===== src/rtl/gpio_bank_pkg.sv =====
package gpio_bank_pkg;
  localparam int unsigned ADDR_W = 4;

  localparam logic [ADDR_W-1:0] W_LEVEL   = 4'd0;
  localparam logic [ADDR_W-1:0] W_DSET    = 4'd1;
  localparam logic [ADDR_W-1:0] W_DCLR    = 4'd2;
  localparam logic [ADDR_W-1:0] W_DIR     = 4'd3;
  localparam logic [ADDR_W-1:0] W_DIRSET  = 4'd4;
  localparam logic [ADDR_W-1:0] W_DIRCLR  = 4'd5;
  localparam logic [ADDR_W-1:0] W_SELA    = 4'd6;
  localparam logic [ADDR_W-1:0] W_SELB    = 4'd7;
  localparam logic [ADDR_W-1:0] W_PULLOFF = 4'd8;
  localparam logic [ADDR_W-1:0] W_SLEEP   = 4'd9;

  typedef enum logic [1:0] {
    MODE_GPIO = 2'b00,
    MODE_FA   = 2'b01,
    MODE_FB   = 2'b10,
    MODE_FC   = 2'b11
  } pin_mode_e;

  function automatic pin_mode_e pack_mode(input logic sel_b, input logic sel_a);
    return pin_mode_e'({sel_b, sel_a});
  endfunction
endpackage


===== src/rtl/gpio_strobe_reg.sv =====
module gpio_strobe_reg #(
  parameter int unsigned W = 32
) (
  input  logic         clk,
  input  logic         rst_n,
  input  logic [W-1:0] set_mask,
  input  logic [W-1:0] clr_mask,
  output logic [W-1:0] q
);
  function automatic logic [W-1:0] next_bits(input logic [W-1:0] cur,
                                             input logic [W-1:0] s,
                                             input logic [W-1:0] c);
    return (cur | s) & ~c;
  endfunction

  logic [W-1:0] q_next;
  assign q_next = next_bits(q, set_mask, clr_mask);

  always_ff @(posedge clk or negedge rst_n) begin
    if (!rst_n) q <= '0;
    else        q <= q_next;
  end

  // bits named in a set strobe are 1 after the edge
  p_set_lands_r2: assert property (@(posedge clk) disable iff (!rst_n)
    (|set_mask) |=> ((q & $past(set_mask & ~clr_mask)) == $past(set_mask & ~clr_mask)));

  // bits named in a clear strobe are 0 after the edge
  p_clear_lands_r3: assert property (@(posedge clk) disable iff (!rst_n)
    (|clr_mask) |=> ((q & $past(clr_mask)) == '0));

  // bits not named in any strobe hold
  p_untouched_hold_r2: assert property (@(posedge clk) disable iff (!rst_n)
    1'b1 |=> (((q ^ $past(q)) & ~$past(set_mask | clr_mask)) == '0));
endmodule


===== src/rtl/gpio_rw_reg.sv =====
module gpio_rw_reg #(
  parameter int unsigned W = 32
) (
  input  logic         clk,
  input  logic         rst_n,
  input  logic         we,
  input  logic [W-1:0] wdata,
  output logic [W-1:0] q
);
  always_ff @(posedge clk or negedge rst_n) begin
    if (!rst_n)  q <= '0;
    else if (we) q <= wdata;
  end

  // the stored word does not move without a write
  p_hold_no_write_r6: assert property (@(posedge clk) disable iff (!rst_n)
    !we |=> (q == $past(q)));
endmodule


===== src/rtl/gpio_in_sync.sv =====
module gpio_in_sync #(
  parameter int unsigned W      = 32,
  parameter int unsigned STAGES = 2
) (
  input  logic         clk,
  input  logic         rst_n,
  input  logic [W-1:0] din,
  output logic [W-1:0] dout
);
  logic [W-1:0] chain [STAGES];

  always_ff @(posedge clk or negedge rst_n) begin
    if (!rst_n) begin
      for (int k = 0; k < STAGES; k++) chain[k] <= '0;
    end else begin
      chain[0] <= din;
      for (int k = 1; k < STAGES; k++) chain[k] <= chain[k-1];
    end
  end

  assign dout = chain[STAGES-1];

  // Cycles since reset, saturating, so the latency check never looks into reset
  localparam int unsigned WARM_W = $clog2(STAGES + 2);
  localparam logic [WARM_W-1:0] WARM_MAX = WARM_W'(STAGES);
  logic [WARM_W-1:0] warm;
  always_ff @(posedge clk or negedge rst_n) begin
    if (!rst_n)                warm <= '0;
    else if (warm != WARM_MAX) warm <= warm + 1'b1;
  end

  generate
    if (STAGES == 2) begin : g_two
      // output equals the input two edges earlier
      p_sync_latency_r5: assert property (@(posedge clk) disable iff (!rst_n)
        (warm == WARM_MAX) |-> (dout == $past(din, 2)));
    end
  endgenerate
endmodule


===== src/rtl/gpio_mode_map.sv =====
module gpio_mode_map
  import gpio_bank_pkg::*;
#(
  parameter int unsigned N = 32
) (
  input  logic [N-1:0]   sel_a,
  input  logic [N-1:0]   sel_b,
  output logic [2*N-1:0] fsel
);
  generate
    for (genvar i = 0; i < N; i++) begin : g_pin
      pin_mode_e mode;
      assign mode = pack_mode(sel_b[i], sel_a[i]);
      assign fsel[2*i +: 2] = mode;
    end
  endgenerate
endmodule


===== src/rtl/gpio_setclr_bank.sv =====
module gpio_setclr_bank
  import gpio_bank_pkg::*;
#(
  parameter int unsigned NPINS       = 32,
  parameter int unsigned SYNC_STAGES = 2
) (
  input  logic                 clk,
  input  logic                 rst_n,
  input  logic                 bus_wr,
  input  logic [ADDR_W-1:0]    bus_waddr,
  input  logic [NPINS-1:0]     bus_wdata,
  input  logic [ADDR_W-1:0]    bus_raddr,
  output logic [NPINS-1:0]     bus_rdata,
  input  logic [NPINS-1:0]     pad_in,
  output logic [NPINS-1:0]     pad_out,
  output logic [NPINS-1:0]     pad_oe,
  output logic [NPINS-1:0]     pad_pull_en,
  output logic [2*NPINS-1:0]   pad_fsel,
  output logic [NPINS-1:0]     sleep_keep
);
  localparam int unsigned N_RW = 4;

  function automatic logic [NPINS-1:0] strobe_for(input logic wr,
                                                  input logic [ADDR_W-1:0] a,
                                                  input logic [ADDR_W-1:0] target,
                                                  input logic [NPINS-1:0] d);
    return (wr && a == target) ? d : '0;
  endfunction

  // Named write events
  logic [NPINS-1:0] dset_stb, dclr_stb, dirset_stb, dirclr_stb;
  assign dset_stb   = strobe_for(bus_wr, bus_waddr, W_DSET,   bus_wdata);
  assign dclr_stb   = strobe_for(bus_wr, bus_waddr, W_DCLR,   bus_wdata);
  assign dirset_stb = strobe_for(bus_wr, bus_waddr, W_DIRSET, bus_wdata);
  assign dirclr_stb = strobe_for(bus_wr, bus_waddr, W_DIRCLR, bus_wdata);

  logic [NPINS-1:0] dout_q, dir_q, level_q;

  gpio_strobe_reg #(.W(NPINS)) u_dout (
    .clk(clk), .rst_n(rst_n), .set_mask(dset_stb), .clr_mask(dclr_stb), .q(dout_q));

  gpio_strobe_reg #(.W(NPINS)) u_dir (
    .clk(clk), .rst_n(rst_n), .set_mask(dirset_stb), .clr_mask(dirclr_stb), .q(dir_q));

  // Plain read/write words: select A, select B, pull disable, sleep keep
  localparam logic [ADDR_W-1:0] RW_ADDR [N_RW] = '{W_SELA, W_SELB, W_PULLOFF, W_SLEEP};
  logic [NPINS-1:0] rw_q  [N_RW];
  logic             rw_we [N_RW];

  generate
    for (genvar r = 0; r < N_RW; r++) begin : g_rw
      assign rw_we[r] = bus_wr && (bus_waddr == RW_ADDR[r]);
      gpio_rw_reg #(.W(NPINS)) u_reg (
        .clk(clk), .rst_n(rst_n), .we(rw_we[r]), .wdata(bus_wdata), .q(rw_q[r]));
    end
  endgenerate

  gpio_in_sync #(.W(NPINS), .STAGES(SYNC_STAGES)) u_sync (
    .clk(clk), .rst_n(rst_n), .din(pad_in), .dout(level_q));

  gpio_mode_map #(.N(NPINS)) u_mode (
    .sel_a(rw_q[0]), .sel_b(rw_q[1]), .fsel(pad_fsel));

  assign pad_out     = dout_q;
  assign pad_oe      = dir_q;
  assign pad_pull_en = ~rw_q[2];
  assign sleep_keep  = rw_q[3];

  // Read port
  always_comb begin
    unique case (bus_raddr)
      W_LEVEL:   bus_rdata = level_q;
      W_DIR:     bus_rdata = dir_q;
      W_SELA:    bus_rdata = rw_q[0];
      W_SELB:    bus_rdata = rw_q[1];
      W_PULLOFF: bus_rdata = rw_q[2];
      W_SLEEP:   bus_rdata = rw_q[3];
      default:   bus_rdata = '0;
    endcase
  end

  // direction read-back agrees with the output enables
  p_dir_readback_r4: assert property (@(posedge clk) disable iff (!rst_n)
    (bus_raddr == W_DIR) |-> (bus_rdata == pad_oe));

  // pull-disable read-back is the complement of the pull enables
  p_pull_readback_r7: assert property (@(posedge clk) disable iff (!rst_n)
    (bus_raddr == W_PULLOFF) |-> (bus_rdata == ~pad_pull_en));

  // strobe words read as zero
  p_strobe_reads_zero_r9: assert property (@(posedge clk) disable iff (!rst_n)
    (bus_raddr == W_DSET || bus_raddr == W_DCLR ||
     bus_raddr == W_DIRSET || bus_raddr == W_DIRCLR) |-> (bus_rdata == '0));

  // pad_out moves only on data strobes, never on direction writes
  p_data_kept_r11: assert property (@(posedge clk) disable iff (!rst_n)
    ((dset_stb | dclr_stb) == '0) |=> (pad_out == $past(pad_out)));
endmodule


===== config.mk =====
export PLATFORM = sky130hd
export DESIGN_NAME = gpio_setclr_bank
export DESIGN_NICKNAME = d
export VERILOG_FILES = /design/src/rtl/gpio_bank_pkg.sv /design/src/rtl/gpio_strobe_reg.sv /design/src/rtl/gpio_rw_reg.sv /design/src/rtl/gpio_in_sync.sv /design/src/rtl/gpio_mode_map.sv /design/src/rtl/gpio_setclr_bank.sv
export SDC_FILE = /design/constraint.sdc
export NUM_CORES = 1
export LEC_CHECK = 0
export ABC_AREA = 1
export BUFFER_PORTS_ARGS = -buffer_cell sky130_fd_sc_hd__buf_2
export CAP_MARGIN = 5
export CORE_MARGIN = 2
export CORE_UTILIZATION = 33
export CTS_CLUSTER_DIAMETER = 50
export DETAILED_ROUTE_END_ITERATION = 8
export PLACE_DENSITY = 0.64
export SKIP_CTS_REPAIR_TIMING = 1
export SLEW_MARGIN = 10
export SYNTH_ARGS = -nofsm -noshare
export SYNTH_HDL_FRONTEND = slang
export SYNTH_SLANG_ARGS = --single-unit

===== constraint.sdc =====
create_clock -name clk -period 1 [get_ports clk]
set_input_delay 0.15 -clock clk [delete_from_list [all_inputs] [get_ports clk]]
set_output_delay 0.15 -clock clk [all_outputs]
set_load 0.02 [all_outputs]

======== Yosys cells after proc, flatten, opt, wreduce, memory -nomap -nowiden ========
Cells that the tools add are included.
operators by class
  eq/ne operators ......................... 13
  mux-type cells .......................... 5
  bitwise operators ....................... 7
  reduce and logical (&&, ||, !) cells .... 9
operators with widths
  cell                                                 number
  case mux 32 bit (6 select lines)                     1
  two-way mux 32 bit                                   4
  NOT 32 bit                                           3
  AND 32 bit                                           2
  bitwise OR 32 bit                                    2
  equality test 4 x 3 -> 1 bit, second input constant  6
  equality test 4 bit, second input constant           4
  equality test 4 x 2 -> 1 bit, second input constant  2
  logical AND 1 bit                                    8
  equality test 4 x 1 -> 1 bit, second input constant  1
  logical NOT 4 bit                                    1
storage, ports and cells
  flip-flop bits (word level) ............. 256
  input bits .............................. 75
  output and inout bits ................... 224
  logic and storage cells ................. 42

======== Longest topological paths before layout ========
  depth after elaboration ................. 5
  depth in mapped cells ................... 8
  depth with buffers taken out ............ 6

======== Hierarchy ========
A second synthesis with hierarchy kept.
unflattened totals
  cells, all modules ...................... 1549
  area total of the unflattened synthesis .. 12381.9 um2
modules (own cells, without submodules)
  module            instances  cells an instance  area an instance (um2)  sequential area each (um2)
  gpio_rw_reg       4          136                1292.5                  800.8
  gpio_setclr_bank  1          653                2807.7                  0.0
  gpio_strobe_reg   2          96                 1041.0                  800.8
  gpio_in_sync      1          96                 1841.8                  1601.5
  gpio_mode_map     1          64                 480.5                   0.0

======== Least setup slack after synthesis ========
OpenSTA, ideal clock, no wires.
  kind .................................... in2out
  from .................................... input port bus_raddr[1]
  to ...................................... output port bus_rdata[0]
  data arrival time ....................... 1.059 ns
  data required time ...................... 0.850 ns
  setup slack ............................. -0.209 ns
  stages on the path ...................... 6
  buffers on the path ..................... 1
  path through ............................ nor2_1 > buf_2 > nand3_1 > nand2_1 > nor2_1 > nand2_1
between the ends
  cells in the longest elaborated chain, start to end .. 2
  elaborated cells between the ends (all ways) .. 7
  classes of those cells .................. eq/ne (5); mux (1); reduce/logical (1)
RTL lines
  item                                               RTL line                RTL
  start, declared                                    gpio_setclr_bank.sv:12  input logic [ADDR_W-1:0] bus_raddr,
  equality test 4 bit, or another cell as far along  gpio_setclr_bank.sv:71  unique case (bus_raddr)
  case mux 32 bit (6 select lines) (*)               gpio_setclr_bank.sv:71
  end, declared                                      gpio_setclr_bank.sv:13  output logic [NPINS-1:0] bus_rdata,
Mark *: on every way between the ends. The rest lies on a longest branch, timed or not.

======== Worst setup path in the final report ========
  from .................................... register g_rw[2].u_reg.q[1]
  to ...................................... output port bus_rdata[1]
between the ends
  cells in the longest elaborated chain, start to end .. 1
RTL lines
  item                              RTL line                RTL
  start, declared                   gpio_rw_reg.sv:8        output logic [W-1:0] q
  start signal, assigned            gpio_rw_reg.sv:12       else if (we) q <= wdata;
  case mux 32 bit (6 select lines)  gpio_setclr_bank.sv:71
Every way passes these cells.

==> impl_metrics.toml <==
[floorplanning]
num_rows = 68
initial_utilization = 0.3330
die_h_um = 190.2
ios = 299
die_area_um2 = 36190
chipWidth_um = 190.2
core_area_um2 = 34370

[clocking]
clk_pin_slew_ps = 60
cts_tree = "yes"
cts_made_buffers = 36
cts_buffer_depth = 3
cts.root.buffer_cell = "clkbuf_16"
insertion_delay_ps = 500
cts-htree-levels = 2
cts.sinks = 256

[setup_path]
rr_endpoint = "g_rw[3].u_reg.q[25]$_DFFE_PN0P_"
worstPathMaxFanout = 2
reg2reg_setup_slack_ps = 70
cp_data_required_time_ps = 850
crit_arrival_ps = 1420
crit_path_end = "bus_rdata[1]"
worstSetupPathType = "register to output pin"
reg2reg_depth = 4
endpoint_kind = "output pin"
startpoint_type = "register"
setup.worst_path.start = "g_rw[2].u_reg.q[1]$_DFFE_PN0P_"
r2r_start = "g_rw[3].u_reg.q[25]$_DFFE_PN0P_"

[cells_and_area]
syn2layout_area_growth_pct = 65.96
drive_gt1_frac = 0.3595
nets = 2025
final_area_um2 = 18990
final_util = 0.5526
fill_cells = 3046
regArea_um2 = 6406
multi_input_area_um2 = 4347

[global_routing]
first_global_vias = 11280
grt-ovfl-total = 0
grt_use_total = 0.2350
grt_pass1_wl_mm = 65.24
grt_max_degree = 51
antenna_found_initial = 4

[placement]
placed_area_um2 = 14980
dp_hpwl_mm = 31.20
place_ws_ps = -407.2
io_buffers = 298
routabilityCongestion = 0.9005

[route]
post_drt_wl_per_cell_um = 18.57
drc = 0
drtAntennaViolNets = 0
drt-total-wl_mm = 45.20
viasPerCell = 4.938
vias = 12020
drt-initial-drc-count = 817
drt-pass1-iter-count = 7

[power]
ir_drop_uv = 1592
p_switching_mw = 13.25
clkPwrFrac = 0.320
powerDensity_nw_per_um2 = 2098
p_comb_frac = 0.339
seq_power_share = 0.341
p_int_mw = 26.59
p_sw_frac = 0.3325
cellLeakagePower_nw = 9.763

[yosys]
netlist_area_um2 = 11440
netlist_top_cells_count = "nand2_1, dfrtp_1, nand3_1"
synth_edf_count = 0
synth_area_leaders = "dfrtp_1, nand2_1, nand3_1"
synthCells = 1426
yosys.area.top_type = "dfrtp_1"
avgSynthCellArea_um2 = 8.026
ys_seq_area_frac = 0.5597
ys.flop_type = "dfrtp_1"
synth_most_common_cell = "nand2_1"
postSynth.asyncResetShare = 1.000
synth_top_area_share = 0.5597
yosys_warnings = 0
synth_seq_cells = 256
syn_nets = 1501
synth.distinct_cells = 19

[sta]
min_period_ps = 1573
post-route-period-util = 1.573
hold_ws_ps = 76.20
worst_pin_slew_ps = 291.7
fin_skew_ps = 7.148
finalHoldViolations = 0
rsz0062_at_grt = "true"
fmax_ghz = 0.6357
setup_violations = 224
fin_tns_setup_ps = -69190
fin_ws_ps = -573.1
final_max_slew_viol_count = 0
slew_headroom = 0.8049

[status]
status = "finished with violations"
violations = "negative setup slack"

[run]
maxCapViolCount = 0

[min_path]
worstHoldPathType = "input port to async pin"
## registers in the layout, summed over array words and instances, names as in the netlist
register / cells
u_sync.chain: 32
u_dout.q: 32
g_rw.u_reg.q: 128
u_sync.dout: 32
u_dir.q: 32
## layout by cell type (no fill, tap or decap), types with 4 or more instances in the layout
cell	n
a21oi_1	32
buf_12	31
buf_2	99
buf_4	87
buf_6	288
clkbuf_1	5
clkbuf_16	37
clkbuf_8	4
clkinvlp_4	4
dfrtp_1	256
diode_2	4
dlygate4sd3_1	65
inv_1	165
inv_2	21
inv_4	14
nand2_1	338
nand2_2	48
nand3_1	205
nand3_2	21
nand4_1	32
nor2_1	39
nor2_2	18
nor2_4	19
o21ai_0	77
o21ai_1	51
## stage by stage
stage | instances | power (mW)
finish | 2434 | 39.84
detailed placement | 2266 | 23.28
floorplan | 1426 | 18.04
global route | 2433 | 41.62
global placement | 2266 | 23.13
CTS | 2329 | 36.14
## worst min path at each step
stage | from | to | slack [ps]
5_1_grt | rst_n | u_sync.chain[54]$_DFF_PN0_ | 70
4_1_cts | rst_n | u_sync.chain[54]$_DFF_PN0_ | -540
3_5_place_dp | rst_n | u_sync.chain[54]$_DFF_PN0_ | 20
2_1_floorplan | rst_n | g_rw[0].u_reg.q[0]$_DFFE_PN0P_ | -150
6_report | rst_n | u_sync.chain[54]$_DFF_PN0_ | 80
3_3_place_gp | rst_n | u_sync.chain[54]$_DFF_PN0_ | 20
## logic make-up after synthesis
logic type,after synthesis,share of synthesized area
AO/OA/AOI/OAI,160,0.06997
buffers and inverters,285,0.09730
flip-flops,256,0.5597
AND/OR/NAND/NOR,725,0.2730
## cell type report
class                           count  area share
Antenna cell                        4   0.0005270
Clock buffer                       46     0.05264
Clock inverter                     17     0.01041
Inverter                          200     0.04137
Multi-Input combinational cell    885      0.2289
Sequential cell                   256      0.3373
Tap cell                          455     0.02997
Timing Repair Buffer              571      0.2989
## per-layer routing
metal,track usage,up-vias,part of all wire
li1,-,5579,-
met1,0.3187,5828,0.42
met2,0.3675,506,0.48
met3,0.04674,104,0.072
met4,0.09958,2,0.035
met5,0,-,0.00020
## power groups by stage
| stage | Sequential, mW | Combinational [mW] | Clock [mW] |
|---|---|---|---|
| 2_1_floorplan | 15.2 | 2.87 | 0 |
| 3_3_place_gp | 13.4 | 9.73 | 0 |
| 3_5_place_dp | 13.4 | 9.84 | 0 |
| 4_1_cts | 13.3 | 9.89 | 13.0 |
| 5_1_grt | 13.8 | 14.4 | 13.4 |
| 6_report | 13.6 | 13.5 | 12.7 |
## worst max-delay path: stages, from the launching register on
cell and delay (ps):
dfrtp_1 390, nand3_1 110, nand2_1 90, nor2_2 140, nand2_2 60, buf_6 130
(Power assumes the default switching activity.)
